**src/rtl/cph_pkg.sv**
```systemverilog
package cph_pkg;

  typedef enum logic [2:0] {
    SEL_CTRL  = 3'd0,
    SEL_AUD   = 3'd1,
    SEL_TEL   = 3'd2,
    SEL_CODEC = 3'd3,
    SEL_STAT  = 3'd4
  } reg_sel_e;

  // transmit side wants data while it is at most half full
  function automatic logic tx_wants_data(input int fill, input int depth);
    return (2 * fill) <= depth;
  endfunction

  // receive side wants draining once it is at least half full
  function automatic logic rx_wants_drain(input int fill, input int depth);
    return (2 * fill) >= depth;
  endfunction

endpackage

```
**src/rtl/cph_fifo.sv**
```systemverilog
module cph_fifo #(
  parameter int DEPTH = 8,
  parameter int WIDTH = 16,
  localparam int CNT_W = $clog2(DEPTH + 1)
) (
  input  logic             clk,
  input  logic             rst_n,
  input  logic             flush,
  input  logic             push,
  input  logic [WIDTH-1:0] din,
  input  logic             pop,
  output logic [WIDTH-1:0] dout,
  output logic [CNT_W-1:0] count,
  output logic             full,
  output logic             empty
);
  localparam int PTR_W = (DEPTH > 1) ? $clog2(DEPTH) : 1;

  logic [WIDTH-1:0] mem [DEPTH];
  logic [PTR_W-1:0] wr_ptr, rd_ptr;
  logic             push_ok, pop_ok;

  function automatic logic [PTR_W-1:0] step(input logic [PTR_W-1:0] p);
    return (p == PTR_W'(DEPTH - 1)) ? '0 : p + 1'b1;
  endfunction

  assign empty   = (count == '0);
  assign full    = (count == CNT_W'(DEPTH));
  assign push_ok = push && !full;
  assign pop_ok  = pop && !empty;
  assign dout    = empty ? '0 : mem[rd_ptr];

  always_ff @(posedge clk or negedge rst_n) begin
    if (!rst_n) begin
      wr_ptr <= '0;
      rd_ptr <= '0;
      count  <= '0;
    end else if (flush) begin
      wr_ptr <= '0;
      rd_ptr <= '0;
      count  <= '0;
    end else begin
      if (push_ok) wr_ptr <= step(wr_ptr);
      if (pop_ok)  rd_ptr <= step(rd_ptr);
      count <= count + CNT_W'(push_ok) - CNT_W'(pop_ok);
    end
  end

  always_ff @(posedge clk) begin
    if (push_ok && !flush) mem[wr_ptr] <= din;
  end


  fill_bound_chk: assert property (@(posedge clk) disable iff (!rst_n)
    count <= CNT_W'(DEPTH));


  full_drop_chk: assert property (@(posedge clk) disable iff (!rst_n)
    (full && push && !pop && !flush) |=> (full && $stable(wr_ptr)));


  flush_empty_chk: assert property (@(posedge clk) disable iff (!rst_n)
    flush |=> empty);

endmodule

```
**src/rtl/cph_channel.sv**
```systemverilog
module cph_channel
  import cph_pkg::*;
#(
  parameter int DEPTH = 8,
  parameter int WIDTH = 16
) (
  input  logic             clk,
  input  logic             rst_n,
  input  logic             enable,
  input  logic             host_push,
  input  logic [WIDTH-1:0] host_data,
  input  logic             host_pop,
  output logic [WIDTH-1:0] host_head,
  output logic             eng_tx_valid,
  input  logic             eng_tx_ready,
  output logic [WIDTH-1:0] eng_tx_data,
  input  logic             eng_rx_valid,
  output logic             eng_rx_ready,
  input  logic [WIDTH-1:0] eng_rx_data,
  input  logic             clr_urun,
  input  logic             clr_orun,
  output logic             tx_svc,
  output logic             rx_svc,
  output logic             tx_nf,
  output logic             rx_ne,
  output logic             tx_urun,
  output logic             rx_orun
);
  localparam int CNT_W = $clog2(DEPTH + 1);

  logic [CNT_W-1:0] tx_count, rx_count;
  logic             tx_full, tx_empty, rx_full, rx_empty;
  logic             flush;
  // named internal events
  logic             slot_missed, rx_dropped, tx_take, rx_take;

  assign flush        = !enable;
  assign eng_tx_valid = enable && !tx_empty;
  assign eng_rx_ready = enable && !rx_full;
  assign tx_take      = eng_tx_valid && eng_tx_ready;
  assign rx_take      = eng_rx_valid && eng_rx_ready;
  assign slot_missed  = enable && eng_tx_ready && tx_empty;
  assign rx_dropped   = enable && eng_rx_valid && rx_full;

  cph_fifo #(.DEPTH(DEPTH), .WIDTH(WIDTH)) u_tx (
    .clk(clk), .rst_n(rst_n), .flush(flush),
    .push(host_push), .din(host_data),
    .pop(tx_take), .dout(eng_tx_data),
    .count(tx_count), .full(tx_full), .empty(tx_empty)
  );

  cph_fifo #(.DEPTH(DEPTH), .WIDTH(WIDTH)) u_rx (
    .clk(clk), .rst_n(rst_n), .flush(flush),
    .push(rx_take), .din(eng_rx_data),
    .pop(host_pop), .dout(host_head),
    .count(rx_count), .full(rx_full), .empty(rx_empty)
  );

  assign tx_svc = tx_wants_data(int'(tx_count), DEPTH);
  assign rx_svc = rx_wants_drain(int'(rx_count), DEPTH);
  assign tx_nf  = !tx_full;
  assign rx_ne  = !rx_empty;

  always_ff @(posedge clk or negedge rst_n) begin
    if (!rst_n) begin
      tx_urun <= 1'b0;
      rx_orun <= 1'b0;
    end else if (!enable) begin
      tx_urun <= 1'b0;
      rx_orun <= 1'b0;
    end else begin
      if (slot_missed)   tx_urun <= 1'b1;
      else if (clr_urun) tx_urun <= 1'b0;
      if (rx_dropped)    rx_orun <= 1'b1;
      else if (clr_orun) rx_orun <= 1'b0;
    end
  end


  urun_set_chk: assert property (@(posedge clk) disable iff (!rst_n)
    slot_missed |=> tx_urun);


  orun_set_chk: assert property (@(posedge clk) disable iff (!rst_n)
    rx_dropped |=> rx_orun);


  urun_sticky_chk: assert property (@(posedge clk) disable iff (!rst_n)
    (tx_urun && enable && !clr_urun) |=> tx_urun);


  off_clear_chk: assert property (@(posedge clk) disable iff (!rst_n)
    !enable |=> (!tx_urun && !rx_orun));

endmodule

```
**src/rtl/cph_codec_acc.sv**
```systemverilog
module cph_codec_acc #(
  parameter int CMD_W = 21
) (
  input  logic             clk,
  input  logic             rst_n,
  input  logic             host_wr,
  input  logic [CMD_W-1:0] host_data,
  output logic [CMD_W-1:0] reply,
  output logic             done,
  output logic             req_valid,
  input  logic             req_ready,
  output logic [CMD_W-1:0] req_data,
  input  logic             rsp_valid,
  input  logic [CMD_W-1:0] rsp_data
);
  logic req_taken;
  assign req_taken = req_valid && req_ready;

  always_ff @(posedge clk or negedge rst_n) begin
    if (!rst_n) begin
      req_valid <= 1'b0;
      req_data  <= '0;
      reply     <= '0;
      done      <= 1'b0;
    end else begin
      if (host_wr) begin
        req_valid <= 1'b1;
        req_data  <= host_data;
      end else if (req_taken) begin
        req_valid <= 1'b0;
      end
      if (rsp_valid) reply <= rsp_data;
      if (host_wr)        done <= 1'b0;
      else if (rsp_valid) done <= 1'b1;
    end
  end


  wr_clears_done_chk: assert property (@(posedge clk) disable iff (!rst_n)
    host_wr |=> !done);


  rsp_sets_done_chk: assert property (@(posedge clk) disable iff (!rst_n)
    (rsp_valid && !host_wr) |=> done);


  req_hold_chk: assert property (@(posedge clk) disable iff (!rst_n)
    (req_valid && !req_ready && !host_wr) |=> (req_valid && $stable(req_data)));

endmodule

```
**src/rtl/codec_port_hub.sv**
```systemverilog
module codec_port_hub
  import cph_pkg::*;
#(
  parameter int DEPTH    = 8,
  parameter int SAMPLE_W = 16,
  parameter int CMD_W    = 21,
  parameter int RATE_W   = 4
) (
  input  logic                clk,
  input  logic                rst_n,
  input  logic [2:0]          reg_addr,
  input  logic                reg_wr,
  input  logic                reg_rd,
  input  logic [31:0]         reg_wdata,
  output logic [31:0]         reg_rdata,
  output logic                cfg_enable,
  output logic                cfg_ext_clk,
  output logic [RATE_W-1:0]   cfg_aud_rate,
  output logic [RATE_W-1:0]   cfg_tel_rate,
  output logic                aud_tx_valid,
  input  logic                aud_tx_ready,
  output logic [SAMPLE_W-1:0] aud_tx_data,
  input  logic                aud_rx_valid,
  output logic                aud_rx_ready,
  input  logic [SAMPLE_W-1:0] aud_rx_data,
  output logic                tel_tx_valid,
  input  logic                tel_tx_ready,
  output logic [SAMPLE_W-1:0] tel_tx_data,
  input  logic                tel_rx_valid,
  output logic                tel_rx_ready,
  input  logic [SAMPLE_W-1:0] tel_rx_data,
  output logic                cx_req_valid,
  input  logic                cx_req_ready,
  output logic [CMD_W-1:0]    cx_req_data,
  input  logic                cx_rsp_valid,
  input  logic [CMD_W-1:0]    cx_rsp_data,
  input  logic                aud_codec_on,
  input  logic                tel_codec_on,
  output logic                irq
);
  localparam int NUM_CH  = 2;
  localparam int EN_B    = 0;
  localparam int EXT_B   = 1;
  localparam int AR_LO   = 2;
  localparam int TR_LO   = AR_LO + RATE_W;
  localparam int MASK_LO = TR_LO + RATE_W;
  localparam int ERR_B   = MASK_LO + 2 * NUM_CH;
  localparam int CTRL_W  = ERR_B + 1;
  localparam int ERR_LO  = 2 * NUM_CH;
  localparam int FLG_LO  = 4 * NUM_CH;
  localparam int DONE_B  = 6 * NUM_CH;
  localparam int STAT_W  = DONE_B + 1 + NUM_CH;

  logic [CTRL_W-1:0]   ctrl_q;
  logic [STAT_W-1:0]   stat;
  logic                enable, ctrl_wr, stat_wr, cx_wr, cx_done;
  logic [CMD_W-1:0]    cx_reply;
  logic                unused_hi;

  logic [NUM_CH-1:0]   ch_push, ch_pop, ch_tx_valid, ch_tx_ready, ch_rx_valid, ch_rx_ready;
  logic [NUM_CH-1:0]   ch_tx_svc, ch_rx_svc, ch_tx_nf, ch_rx_ne, ch_urun, ch_orun;
  logic [NUM_CH-1:0]   ch_clr_urun, ch_clr_orun, ch_on;
  logic [SAMPLE_W-1:0] ch_tx_data [NUM_CH];
  logic [SAMPLE_W-1:0] ch_rx_data [NUM_CH];
  logic [SAMPLE_W-1:0] ch_head    [NUM_CH];
  logic [2*NUM_CH-1:0] svc_vec, err_vec;

  assign unused_hi = ^reg_wdata[31:CMD_W];

  assign enable  = ctrl_q[EN_B];
  assign ctrl_wr = reg_wr && (reg_addr == SEL_CTRL);
  assign stat_wr = reg_wr && (reg_addr == SEL_STAT);
  assign cx_wr   = reg_wr && (reg_addr == SEL_CODEC);

  always_ff @(posedge clk or negedge rst_n) begin
    if (!rst_n)       ctrl_q <= '0;
    else if (ctrl_wr) ctrl_q <= reg_wdata[CTRL_W-1:0];
  end

  assign cfg_enable   = enable;
  assign cfg_ext_clk  = ctrl_q[EXT_B];
  assign cfg_aud_rate = ctrl_q[AR_LO +: RATE_W];
  assign cfg_tel_rate = ctrl_q[TR_LO +: RATE_W];

  assign ch_tx_ready = {tel_tx_ready, aud_tx_ready};
  assign ch_rx_valid = {tel_rx_valid, aud_rx_valid};
  assign ch_on       = {tel_codec_on, aud_codec_on};
  assign ch_rx_data[0] = aud_rx_data;
  assign ch_rx_data[1] = tel_rx_data;
  assign aud_tx_valid = ch_tx_valid[0];
  assign tel_tx_valid = ch_tx_valid[1];
  assign aud_tx_data  = ch_tx_data[0];
  assign tel_tx_data  = ch_tx_data[1];
  assign aud_rx_ready = ch_rx_ready[0];
  assign tel_rx_ready = ch_rx_ready[1];

  for (genvar c = 0; c < NUM_CH; c++) begin : g_ch
    assign ch_push[c]     = reg_wr && (reg_addr == 3'(int'(SEL_AUD) + c));
    assign ch_pop[c]      = reg_rd && (reg_addr == 3'(int'(SEL_AUD) + c));
    assign ch_clr_urun[c] = stat_wr && reg_wdata[ERR_LO + 2*c];
    assign ch_clr_orun[c] = stat_wr && reg_wdata[ERR_LO + 2*c + 1];

    cph_channel #(.DEPTH(DEPTH), .WIDTH(SAMPLE_W)) u_ch (
      .clk(clk), .rst_n(rst_n), .enable(enable),
      .host_push(ch_push[c]), .host_data(reg_wdata[SAMPLE_W-1:0]),
      .host_pop(ch_pop[c]), .host_head(ch_head[c]),
      .eng_tx_valid(ch_tx_valid[c]), .eng_tx_ready(ch_tx_ready[c]),
      .eng_tx_data(ch_tx_data[c]),
      .eng_rx_valid(ch_rx_valid[c]), .eng_rx_ready(ch_rx_ready[c]),
      .eng_rx_data(ch_rx_data[c]),
      .clr_urun(ch_clr_urun[c]), .clr_orun(ch_clr_orun[c]),
      .tx_svc(ch_tx_svc[c]), .rx_svc(ch_rx_svc[c]),
      .tx_nf(ch_tx_nf[c]), .rx_ne(ch_rx_ne[c]),
      .tx_urun(ch_urun[c]), .rx_orun(ch_orun[c])
    );

    assign svc_vec[2*c]              = ch_tx_svc[c];
    assign svc_vec[2*c+1]            = ch_rx_svc[c];
    assign err_vec[2*c]              = ch_urun[c];
    assign err_vec[2*c+1]            = ch_orun[c];
    assign stat[FLG_LO + 2*c]        = ch_tx_nf[c];
    assign stat[FLG_LO + 2*c + 1]    = ch_rx_ne[c];
    assign stat[DONE_B + 1 + c]      = ch_on[c];
  end

  assign stat[ERR_LO-1:0]      = svc_vec;
  assign stat[FLG_LO-1:ERR_LO] = err_vec;
  assign stat[DONE_B]          = cx_done;

  cph_codec_acc #(.CMD_W(CMD_W)) u_cx (
    .clk(clk), .rst_n(rst_n),
    .host_wr(cx_wr), .host_data(reg_wdata[CMD_W-1:0]),
    .reply(cx_reply), .done(cx_done),
    .req_valid(cx_req_valid), .req_ready(cx_req_ready), .req_data(cx_req_data),
    .rsp_valid(cx_rsp_valid), .rsp_data(cx_rsp_data)
  );

  always_comb begin
    reg_rdata = '0;
    case (reg_addr)
      SEL_CTRL:  reg_rdata[CTRL_W-1:0]   = ctrl_q;
      SEL_AUD:   reg_rdata[SAMPLE_W-1:0] = ch_head[0];
      SEL_TEL:   reg_rdata[SAMPLE_W-1:0] = ch_head[1];
      SEL_CODEC: reg_rdata[CMD_W-1:0]    = cx_reply;
      SEL_STAT:  reg_rdata[STAT_W-1:0]   = stat;
      default:   reg_rdata = '0;
    endcase
  end

  assign irq = (|(svc_vec & ctrl_q[MASK_LO +: 2*NUM_CH])) ||
               (ctrl_q[ERR_B] && (|err_vec));


  irq_quiet_chk: assert property (@(posedge clk) disable iff (!rst_n)
    ((ctrl_q[MASK_LO +: 2*NUM_CH] == '0) && !ctrl_q[ERR_B]) |-> !irq);


  ctrl_hold_chk: assert property (@(posedge clk) disable iff (!rst_n)
    !ctrl_wr |=> $stable(ctrl_q));


  off_idle_chk: assert property (@(posedge clk) disable iff (!rst_n)
    (!enable && $past(!enable)) |-> (!aud_tx_valid && !tel_tx_valid && stat[ERR_LO] == 1'b0));

endmodule

```
**config.mk**
```make
export PLATFORM = sky130hd
export DESIGN_NAME = codec_port_hub
export DESIGN_NICKNAME = d
export VERILOG_FILES = /design/src/rtl/cph_pkg.sv /design/src/rtl/cph_fifo.sv /design/src/rtl/cph_channel.sv /design/src/rtl/cph_codec_acc.sv /design/src/rtl/codec_port_hub.sv
export SDC_FILE = /design/constraint.sdc
export NUM_CORES = 1
export LEC_CHECK = 0
export ABC_AREA = 1
export ABC_CLOCK_PERIOD_IN_PS = 3250
export BUFFER_PORTS_ARGS = -buffer_cell sky130_fd_sc_hd__buf_2
export CAP_MARGIN = 5
export CORE_MARGIN = 5
export CORE_UTILIZATION = 50
export DETAILED_ROUTE_END_ITERATION = 10
export PLACE_DENSITY = 0.65
export SYNTH_ARGS = -nofsm -noshare
export SYNTH_HDL_FRONTEND = slang
export SYNTH_SLANG_ARGS = --single-unit
```
**constraint.sdc**
```tcl
create_clock -name clk -period 3.25 [get_ports clk]
set_input_delay 0.325 -clock clk [delete_from_list [all_inputs] [get_ports clk]]
set_output_delay 0.325 -clock clk [all_outputs]
set_load 0.02 [all_outputs]
```
### After elaboration in Yosys (flattened, before gate mapping)

Memory sizes are Yosys's and may differ from the RTL's.
Cells that the tools add are included.

* bits in registers: 103
* latch bits: 0
* RAM bits: 512
* ROM bits: 0
* input port bits: 100
* output and inout port bits: 101
* word-level logic and storage cells: 192
* memories: 4

Memories
* g_ch[0].u_ch.u_rx.mem: depth 8, bits a word 16, read ports 1, clocked after memory_dff 0, wr ports 1, line cph_fifo.sv:19 `logic [WIDTH-1:0] mem [DEPTH];`
* g_ch[0].u_ch.u_tx.mem: depth 8, bits a word 16, read ports 1, clocked after memory_dff 0, wr ports 1, line cph_fifo.sv:19
* g_ch[1].u_ch.u_rx.mem: depth 8, bits a word 16, read ports 1, clocked after memory_dff 0, wr ports 1, line cph_fifo.sv:19
* g_ch[1].u_ch.u_tx.mem: depth 8, bits a word 16, read ports 1, clocked after memory_dff 0, wr ports 1, line cph_fifo.sv:19

* add/sub/neg operators: 16
* $mul: 0
* div/mod/pow operators: 0
* order comparisons: 4
* equal/unequal tests: 28
* shift-type cells: 0
* multiplexer cells: 59
* bitwise logic cells: 1
* reduce and logical (&&, ||, !) cells: 59

Operators with widths (count)
* $pmux W15 S5: 1
* $mux W3: 24
* $mux W16: 4
* $logic_and A1 B1 Y1: 41
* $eq A3 B3 Y1 const B: 9
* $add A3 B1 Y3 const B: 8
* $mux W1: 24
* $add A4 B1 Y4: 4
* $eq A4 B4 Y1 const B: 4
* $logic_not A4 Y1: 4
* $mux W4: 4
* $ne A2 B1 Y1 const B: 8
* $sub A4 B1 Y4: 4
* $ne A3 B1 Y1 const B: 4
* $ge A5 B4 Y1 const B: 2
* $le A5 B4 Y1 const B: 2
* $logic_not A1 Y1: 8
* $reduce_or A4 Y1: 2
* $eq A3 B2 Y1 const B: 2
* $mux W5: 1
* $and A4 B4 Y4: 1
* $reduce_bool A2 Y1: 2
* $eq A3 B1 Y1 const B: 1
* $logic_not A3 Y1: 1
* other kinds (2): 2

### Longest topological paths before layout

Gate-level depths: netlist (run 1).

* depth in word-level cells: 8
* mapped depth: 14
* depth with buffers taken out: 14

### Hierarchy

A second synthesis (run 1) with hierarchy kept.

* cells, all modules: 3101
* area, all modules: 28872.7 um^2

By module, submodules not included
* cph_fifo at g_ch[1].u_ch.u_rx ...: instances 2, cells an instance 642, area an instance 6297.3 um^2, sequential area each 4093.9 um^2
* cph_fifo at g_ch[0].u_ch.u_rx: instances 1, cells an instance 643, area an instance 6299.8 um^2, sequential area each 4093.9 um^2
* cph_fifo at g_ch[0].u_ch.u_tx: instances 1, cells an instance 643, area an instance 6296.0 um^2, sequential area each 4093.9 um^2
* codec_port_hub: instances 1, cells an instance 294, area an instance 1684.1 um^2, sequential area each 375.4 um^2
* cph_codec_acc: instances 1, cells an instance 185, area an instance 1662.8 um^2, sequential area each 1101.1 um^2
* cph_channel: instances 2, cells an instance 26, area an instance 167.7 um^2, sequential area each 50.0 um^2

### Worst setup path after synthesis (run 1)

No wires, ideal clock.

* path type: reg-to-reg
* start: register ctrl_q[0]
* end: memory g_ch[1].u_ch.u_tx.mem[2][0], enable pin
* arrival: 2234 ps
* path slack: 607 ps
* stages on the path, launching flop included: 6
* buffers on the path: 1
* period minus slack after synthesis: 2643 ps
* path through: dfrtp_1 -> inv_2 -> buf_1 -> nor2_4 -> nand2_1 -> nor3_1

* word-level cells in the longest chain between the ends: 3

RTL lines
* start: declaration: line codec_port_hub.sv:54 `logic [CTRL_W-1:0] ctrl_q;`
* start signal: assignment: line codec_port_hub.sv:77 `else if (ctrl_wr) ctrl_q <= reg_wdata[CTRL_W-1:0];`
* $logic_and A1 B1 Y1: line cph_fifo.sv:50 `if (push_ok && !flush) mem[wr_ptr] <= din;`
* $mux W1: line cph_fifo.sv:50
* $mux W1 (implied by the code): line cph_fifo.sv:50
* end: declaration: line cph_fifo.sv:19

No other way between the ends.

### Final worst setup path (run 1)

* start: register g_ch[1].u_ch.u_rx.rd_ptr[0]
* end: output port reg_rdata[10]

* word-level cells in the longest chain between the ends: 3

RTL lines
* start: declaration: line cph_fifo.sv:20 `logic [PTR_W-1:0] wr_ptr, rd_ptr;`
* start signal: assignment: line cph_fifo.sv:44 `if (pop_ok) rd_ptr <= step(rd_ptr);`
* $mem_v2 Z8 W16
* $mux W16: line cph_fifo.sv:31 `assign dout = empty ? '0 : mem[rd_ptr];`
* $pmux W15 S5: line codec_port_hub.sv:140 `case (reg_addr)`
* end: declaration: line codec_port_hub.sv:15 `output logic [31:0] reg_rdata,`

No other way between the ends.

==> results of run 1 <==
==> final cells by class <==
cell class              count  area (um2)
fillers                  4139       21100
flip-flops and latches    615       18000
multi-input cells        1350        6700
repair buffers            296        1950
clock buffers              97        1820
well taps                 680         851
inverters                 120         450
clock inverters            25         226
diodes                      3        7.51
==> power groups by stage <==
stage	Sequential [mW]	Clock, mW	Combinational [mW]
after global placement	9.03	0	1.58
after floorplan	9.07	0	0.938
after CTS	8.88	7.26	1.68
after global routing	8.90	7.60	1.85
after detailed placement	9.04	0	1.62
final	8.88	7.16	1.67
==> critical path: cells and delay by family, from the launching register on <==
family,cells,cell delay [ps]
buffers and inverters,3,1110
and+or+nand+nor,3,330
AOI/OAI and AO/OA,1,170
DFF,1,400
==> cell families after synthesis <==
kind of cell	Yosys count	synth area share, %
AND/OR/NAND/NOR	825	13.1
flip-flops	615	69.8
AO/OA/AOI/OAI	451	9.46
adder cells (fa/ha/maj)	48	2.45
XOR/XNOR	4	0.136
multiplexers	11	0.570
buffers and inverters	253	4.39
other	1	0.0146
==> layer usage <==
| metal | global-route usage, % | vias up |
|---|---|---|
| met4 | 6.05 | 0 |
| met2 | 36.5 | 601 |
| met1 | 31.3 | 8520 |
| met3 | 5.40 | 99 |
| met5 | 0 | - |
| li1 | - | 8194 |
==> sequential cells by signal (all words and copies together), names as in the netlist, 6 cells and up <==
signal,cells
ctrl_q,15
g_ch.u_ch.u_rx.count,8
g_ch.u_ch.u_rx.mem,256
g_ch.u_ch.u_rx.rd_ptr,6
g_ch.u_ch.u_rx.wr_ptr,6
g_ch.u_ch.u_tx.count,8
g_ch.u_ch.u_tx.mem,256
g_ch.u_ch.u_tx.rd_ptr,6
g_ch.u_ch.u_tx.wr_ptr,6
u_cx.reply,21
u_cx.req_data,21
==> how the worst min path moves through the flow <==
stage                              start                     endpoint  slack, ps
after floorplan                    rst_n                    ctrl_q[0]         30
after global placement             rst_n            u_cx.req_data[15]        420
after detailed placement           rst_n            u_cx.req_data[15]        430
after CTS                 cx_rsp_data[2]                u_cx.reply[2]       0.08
after global routing      cx_rsp_data[2]                u_cx.reply[2]         20
final                     tel_rx_data[7]  g_ch[1].u_ch.u_rx.mem[4][7]         30
==> placed cells by master, fill, tap and decap left out, types with 3 or more instances in the layout <==
master         netlist  final
o21ai_1             43     43
ha_1                44     44
clkbuf_16            0     68
nand2_1            184    184
dfrtp_1            103    100
conb_1               1     11
clkbuf_1            48     28
nor2_1             494    494
inv_1              106    106
a21oi_1             29     29
mux2_2               5      5
o21ai_0            292    292
o22ai_1             39     39
nand3_2              3      3
edfxtp_1           512    512
xnor2_1              4      4
clkinv_2             0      5
inv_6                0      3
diode_2              0      3
buf_2               50    177
nand2_2              5      5
inv_2               11     11
nor2_4               3      3
mux2_4               6      6
buf_4               24     58
nor3_2               5     13
clkinv_1             3     14
dfrtp_2              0      3
fa_1                 4      4
o211ai_1            46     46
nor3b_1              3      3
bufinv_16            0      3
nand3_1            114    114
dlygate4sd3_1        0     59
==> synthesized netlist by cell type, types with 4 or more instances <==
| cell | instances | share of area (%) |
|---|---|---|
| mux2_2 | 5 | 0.22 |
| buf_1 | 5 | 0.073 |
| inv_2 | 11 | 0.16 |
| inv_1 | 106 | 1.5 |
| buf_2 | 50 | 0.97 |
| nand3_1 | 114 | 2.2 |
| nor3_2 | 5 | 0.19 |
| a21oi_1 | 29 | 0.56 |
| fa_1 | 4 | 0.31 |
| edfxtp_1 | 512 | 60 |
| o21ai_1 | 43 | 0.84 |
| o21ai_0 | 292 | 5.7 |
| o22ai_1 | 39 | 0.95 |
| xnor2_1 | 4 | 0.14 |
| buf_4 | 24 | 0.70 |
| o211ai_1 | 46 | 1.3 |
| ha_1 | 44 | 2.1 |
| nand2_2 | 5 | 0.12 |
| mux2_4 | 6 | 0.35 |
| clkbuf_1 | 48 | 0.70 |
| nor3_1 | 8 | 0.16 |
| nand2_1 | 184 | 2.7 |
| dfrtp_1 | 103 | 10 |
| nor2_1 | 494 | 7.2 |
==> reports/metrics.csv, run 1 <==
stage,metric,value,unit
floorplan,total die area,56000,um2
routing,drt first pass iters,7,
clock_network,clk buf depth,3,
logic_synthesis,"Cell Area, Synth",25700,um2
clock_network,CTS tree,done,
power,Power Total,17.7,mW
critical_path,critical path launch point type,register,
place,post-DP HPWL,38.9,mm
critical_path,worst setup path category,register to output port,
routing,met2 WL,30.9,mm
job,max_cap viols,0,
sta,RSZ-0062 raised after global routing,no,
place,dpl cell area,27300,um2
logic_synthesis,syn avg cell area,11.6,um2
global_route,vias in the first global route,16900,
global_route,Total GRT Usage,22.6,%
power,Comb pwr share,9.4,%
critical_path,R2R Path End,g_ch[1].u_ch.u_rx.count[2],
logic_synthesis,"FF+latch count, synth",615,
power,Sequential Power Share,50.2,%
critical_path,Crit path largest cell delay,540,ps
floorplan,DIE WIDTH,237,um
floorplan,io pins,201,
critical_path,slack of the worst reg-to-reg path,750,ps
routing,Avg WL per Cell,20.2,um
routing,wl on met1,27.0,mm
power,Clk pwr share,40.4,%
sta,hold slack final,30.8,ps
logic_synthesis,"Top FF cell, synth",edfxtp_1,
sta,Final min period,2930,ps
place,port bufs,178,
critical_path,Most common cell on crit path,nand3_1,
power,Leak,11.4,nW
floorplan,Starting Density,50.3,%
routing,Vias,17400,
power,Switch Pwr,4.29,mW
critical_path,CP endpoint,reg_rdata[10],
power,power per cell area,591,nW/um2
power,maximum VDD drop,0.000490,V
global_route,initial antenna violation count,3,
place,setup slack after placement,754,ps
routing,WL final,64.4,mm
hold_path,hold path cells,1,
layout,final instance area,30000,um2
sta,Fmax,341,MHz
logic_synthesis,Mapped Cells,2208,
sta,Final Hold Vio Count,0,
sta,fin. max-slew vios,0,
logic_synthesis,sequential element share of the synthesized area,69.8,%
global_route,first-pass GRT wire length,98.6,mm
place,final RePlAce weighted congestion,0.845,
floorplan,die height,237,um
place,Cells after DPL,3002,
layout,P&R area growth vs syn,16.6,%
routing,max layer used,met4,
sta,crit share post-route,90.3,%
critical_path,critical path's slowest cell,inv_2,
hold_path,hold crit path type,input pin to register,
floorplan,CORE AREA,51100,um2
sta,# setup viols final,0,
layout,share of cells above drive strength 1,14.9,%
sta,Slew @ Worst Pin,963,ps
critical_path,Crit. End Element,output port,
critical_path,Crit. Startpoint,g_ch[1].u_ch.u_rx.rd_ptr[0],
logic_synthesis,"EDFF count, synth",512,
clock_network,Max H-tree Level,3,
critical_path,Worst Path Max Fanout,46,
critical_path,launching point of the worst reg2reg path,g_ch[1].u_ch.u_rx.count[2],
sta,relative slew slack,35.7,%
power,Switching Fraction,24.2,%
critical_path,crit path cell chain,inv_2 -> buf_4 -> nor2_1 -> o211ai_1 -> nand3_1 -> nand3_1 -> buf_2,
layout,Finished Layout Cells,3186,
clock_network,Resize count post-CTS,0,
run_status,status,"complete, no violations",
floorplan,row count,83,
layout,Final Net Count,2598,
logic_synthesis,Ys Warns,0,
critical_path,Worst Path Required,2920,ps
routing,DRC errors left,0,
clock_network,clk root buf,clkbuf_16,
clock_network,clock sinks,615,
clock_network,Clock Pin Slew Worst Setup and Hold Paths,60,ps
layout,final core utilization,58.6,%
logic_synthesis,Synth async-reset ratio,16.7,%
clock_network,Post-CTS Hold Fix Bufs,59,
routing,met3 wire len,4.96,mm
clock_network,clk_lat worst skew,610,ps
sta,clock skew,23.9,ps
routing,1st-iter DRT viols,1604,
logic_synthesis,distinct cell type count of the synthesized netlist,37,
global_route,Overflow after GRT,0,
power,P_int,13.4,mW
critical_path,R2R cell count,12,
critical_path,critical path arrival,2610,ps
sta,final worst setup slack,315,ps
routing,vias per cell,5.47,
routing,Antenna Nets Post-Route,0,
clock_network,setup bufs post-CTS,0,
sta,setup TNS,0,ps
global_route,largest net degree at the start of global routing,68,
clock_network,TritonCTS Buffers,67,
Power figures use the tool's default switching activity.
==> run 2, diff against run 1 <==
Settings changed: ABC_AREA 1 to unset.
==> run 2 against run 1 <==
Effect of this change: hold slack got worse by 8.0 ps; sequential power rose by 4.1%; area after synthesis fell by 2.1%; synthesized cell count fell by 39%; register-to-register slack got worse by 260 ps; via count fell by 25%; setup slack got worse by 180 ps; die area fell by 2.0%; critical path depth fell by 1; total power rose by 14%.
==> reports/metrics.csv, run 2 <==
stage,metric,value,unit,change
floorplan,CORE AREA,50000,um2,was 51100 um2
layout,final core utilization,59.8,%,was 58.6%
clock_network,Clock Pin Slew Worst Setup and Hold Paths,60,ps,about the same
place,final RePlAce weighted congestion,0.809,,was 0.845
power,Power Total,20.1,mW,was 17.7 mW
routing,Vias,13100,,was 17400
critical_path,Worst Path Required,2920,ps,about the same
logic_synthesis,Mapped Cells,1339,,was 2208
logic_synthesis,post-synth top area share,61.1,%,was 59.8%
critical_path,critical path launch point type,register,,unchanged
global_route,largest net degree at the start of global routing,59,,was 68
global_route,first-pass GRT wire length,85.7,mm,was 98.6 mm
logic_synthesis,synth cell count leaders,"512 x edfxtp_1, 126 x mux4_2, 103 x dfrtp_1, 74 x mux2i_1, 69 x nor2_1",,"was 512 x edfxtp_1, 494 x nor2_1, 292 x o21ai_0, 184 x nand2_1, 114 x nand3_1"
global_route,Total GRT Usage,21.1,%,was 22.6%
layout,Filler cells,3744,,was 4139
floorplan,io pins,201,,unchanged
logic_synthesis,Yosys top cell by area,edfxtp_1,,unchanged
power,Leak,10.5,nW,was 11.4 nW
sta,Final min period,3110,ps,was 2930 ps
logic_synthesis,distinct cell type count of the synthesized netlist,54,,was 37
critical_path,Crit. End Element,output port,,unchanged
hold_path,hold crit path type,input pin to register,,unchanged
sta,crit share post-route,95.8,%,was 90.3%
floorplan,die height,234,um,was 237 um
clock_network,clock sinks,615,,unchanged
layout,share of cells above drive strength 1,32.9,%,was 14.9%
critical_path,crit path cell chain,buf_4 -> mux4_2 -> mux2i_2 -> nor2_1 -> or3_1 -> buf_2,,was inv_2 -> buf_4 -> nor2_1 -> o211ai_1 -> nand3_1 -> nand3_1 -> buf_2
critical_path,Worst Path Max Fanout,10,,was 46
sta,hold slack final,22.8,ps,was 30.8 ps
sta,RSZ-0062 raised after global routing,no,,unchanged
sta,final worst setup slack,137,ps,was 315 ps
place,post-DP HPWL,36.2,mm,was 38.9 mm
critical_path,worst setup path category,register to output port,,unchanged
global_route,initial antenna violation count,5,,was 3
routing,Antenna Nets Post-Route,0,,unchanged
clock_network,CTS tree,done,,unchanged
clock_network,setup bufs post-CTS,0,,unchanged
critical_path,R2R cell count,11,,was 12
sta,setup TNS,0,ps,unchanged
layout,P&R area growth vs syn,18.7,%,was 16.6%
routing,Avg WL per Cell,24.2,um,was 20.2 um
sta,# setup viols final,0,,unchanged
place,setup slack after placement,482,ps,was 754 ps
hold_path,hold path cells,1,,unchanged
critical_path,critical path's slowest cell,dfrtp_4,,was inv_2
power,power per cell area,674,nW/um2,was 591 nW/um2
clock_network,clk root buf,clkbuf_16,,unchanged
floorplan,total die area,54900,um2,was 56000 um2
logic_synthesis,"Cell Area, Synth",25200,um2,was 25700 um2
floorplan,Starting Density,50.4,%,was 50.3%
sta,fin. max-slew vios,0,,unchanged
floorplan,DIE WIDTH,234,um,was 237 um
sta,relative slew slack,26.3,%,was 35.7%
logic_synthesis,Ys Warns,0,,unchanged
sta,Fmax,321,MHz,was 341 MHz
logic_synthesis,Synth async-reset ratio,16.7,%,unchanged
layout,"commonest non-fill, non-tap cell in the layout",edfxtp_1,,unchanged
layout,biggest regs,"g_ch.u_ch.u_rx.mem: 256 flops, g_ch.u_ch.u_tx.mem: 256 flops",,unchanged
place,Cells after DPL,2186,,was 3002
global_route,Overflow after GRT,0,,unchanged
routing,DRC errors left,0,,unchanged
layout,Finished Layout Cells,2358,,was 3186
routing,vias per cell,5.57,,was 5.47
logic_synthesis,largest cells by area after synthesis,"edfxtp_1 61%, mux4_2 11%, dfrtp_1 10%, mux2i_1 2.9%, mux2_2 2.6%",,"was edfxtp_1 60%, dfrtp_1 10%, nor2_1 7.2%, o21ai_0 5.7%, nand2_1 2.7%"
routing,WL final,57.1,mm,was 64.4 mm
sta,Slew @ Worst Pin,1110,ps,was 963 ps
routing,1st-iter DRT viols,1071,,was 1604
logic_synthesis,"FF+latch count, synth",615,,unchanged
layout,Final Net Count,1783,,was 2598
place,dpl cell area,27100,um2,was 27300 um2
logic_synthesis,most common cell in the synthesized netlist,edfxtp_1,,unchanged
routing,drt first pass iters,5,,was 7
logic_synthesis,"EDFF count, synth",512,,unchanged
layout,area of the multi-input gates,6760,um2,was 6700 um2
layout,most frequent cells in the layout,"512 x edfxtp_1, 177 x buf_2, 126 x mux4_2, 97 x dfrtp_1, 73 x mux2i_1",,"was 512 x edfxtp_1, 494 x nor2_1, 292 x o21ai_0, 184 x nand2_1, 177 x buf_2"
sta,clock skew,14.7,ps,was 23.9 ps
clock_network,TritonCTS Buffers,66,,was 67
logic_synthesis,"Top FF cell, synth",edfxtp_1,,unchanged
clock_network,clk buf depth,3,,unchanged
job,max_cap viols,0,,unchanged
layout,sequential cell area,18000,um2,about the same
power,maximum VDD drop,0.000464,V,was 0.000490 V
global_route,vias in the first global route,13600,,was 16900
place,port bufs,178,,unchanged
logic_synthesis,sequential element share of the synthesized area,71.3,%,was 69.8%
layout,final instance area,29900,um2,was 30000 um2
sta,Final Hold Vio Count,0,,unchanged
critical_path,critical path arrival,2790,ps,was 2610 ps
logic_synthesis,syn avg cell area,18.8,um2,was 11.6 um2
run_status,status,"complete, no violations",,unchanged
floorplan,row count,82,,was 83
clock_network,clk_lat worst skew,580,ps,was 610 ps
critical_path,Crit path largest cell delay,560,ps,was 540 ps
clock_network,Max H-tree Level,3,,unchanged
## run 2: path summary, 6_finish.rpt
path / startpoint / endpoint / slack, ps
max: g_ch[1].u_ch.u_rx.rd_ptr[1] / reg_rdata[3] / 140
min: aud_rx_data[14] / g_ch[0].u_ch.u_rx.mem[4][14] / 20
max reg2reg: g_ch[0].u_ch.u_rx.count[2] / g_ch[0].u_ch.u_rx.count[2] / 490
min reg2reg: u_cx.req_data[10] / u_cx.req_data[10] / 500
max in group asynchronous: rst_n / g_ch[0].u_ch.u_rx.rd_ptr[0] / 2060
min in group asynchronous: rst_n / u_cx.req_data[2] / 390
## run 2: final cells by class
class,count,share of cell area (%)
flip-flops and latches,615,60.1
multi-input cells,621,22.6
repair buffers,301,6.65
clock buffers,93,6.28
well taps,672,2.81
clock inverters,25,1.13
inverters,30,0.377
diodes,1,0.00837
## run 2: what timing repair did
item	in CTS	in global routing
gates resized for setup	3	3
hold buffers	53	0
setup endpoints to repair	7	7
endpoints found under the hold margin	280	0
## run 2: kinds of logic after synthesis
family / after synthesis / share of synthesized area, %
multiplexers: 258 / 16.8
flip-flops: 615 / 71.3
XOR/XNOR: 10 / 0.348
AND/OR/NAND/NOR: 212 / 4.37
other: 1 / 0.0149
adder cells (fa/ha/maj): 48 / 2.51
buffers and inverters: 113 / 2.16
AO/OA/AOI/OAI: 82 / 2.45
## run 2: layer usage
metal  vias up  track usage, %  share of wire [%]
met2       365            35.5                 51
met1      6826            28.7                 41
met4        10            5.66                1.9
met3        79            4.26                6.1
met5         -               0               0.11
li1       5844               -                  -
## run 2: critical path, delay by kind of cell (launching register included)
family | cells | cell delay, ps
multiplexers | 2 | 770
buffers and inverters | 2 | 400
flip-flops | 1 | 560
AND/OR/NAND/NOR | 2 | 470
## run 2: report_power, final
| part | internal [mW] | leakage, nW | switching [mW] | total, mW |
|---|---|---|---|---|
| sequential | 8.93 | 5.91 | 0.310 | 9.24 |
| combinational | 1.41 | 3.53 | 1.88 | 3.28 |
| clock | 4.67 | 1.07 | 2.94 | 7.61 |
| total | 15.0 | 10.5 | 5.12 | 20.1 |
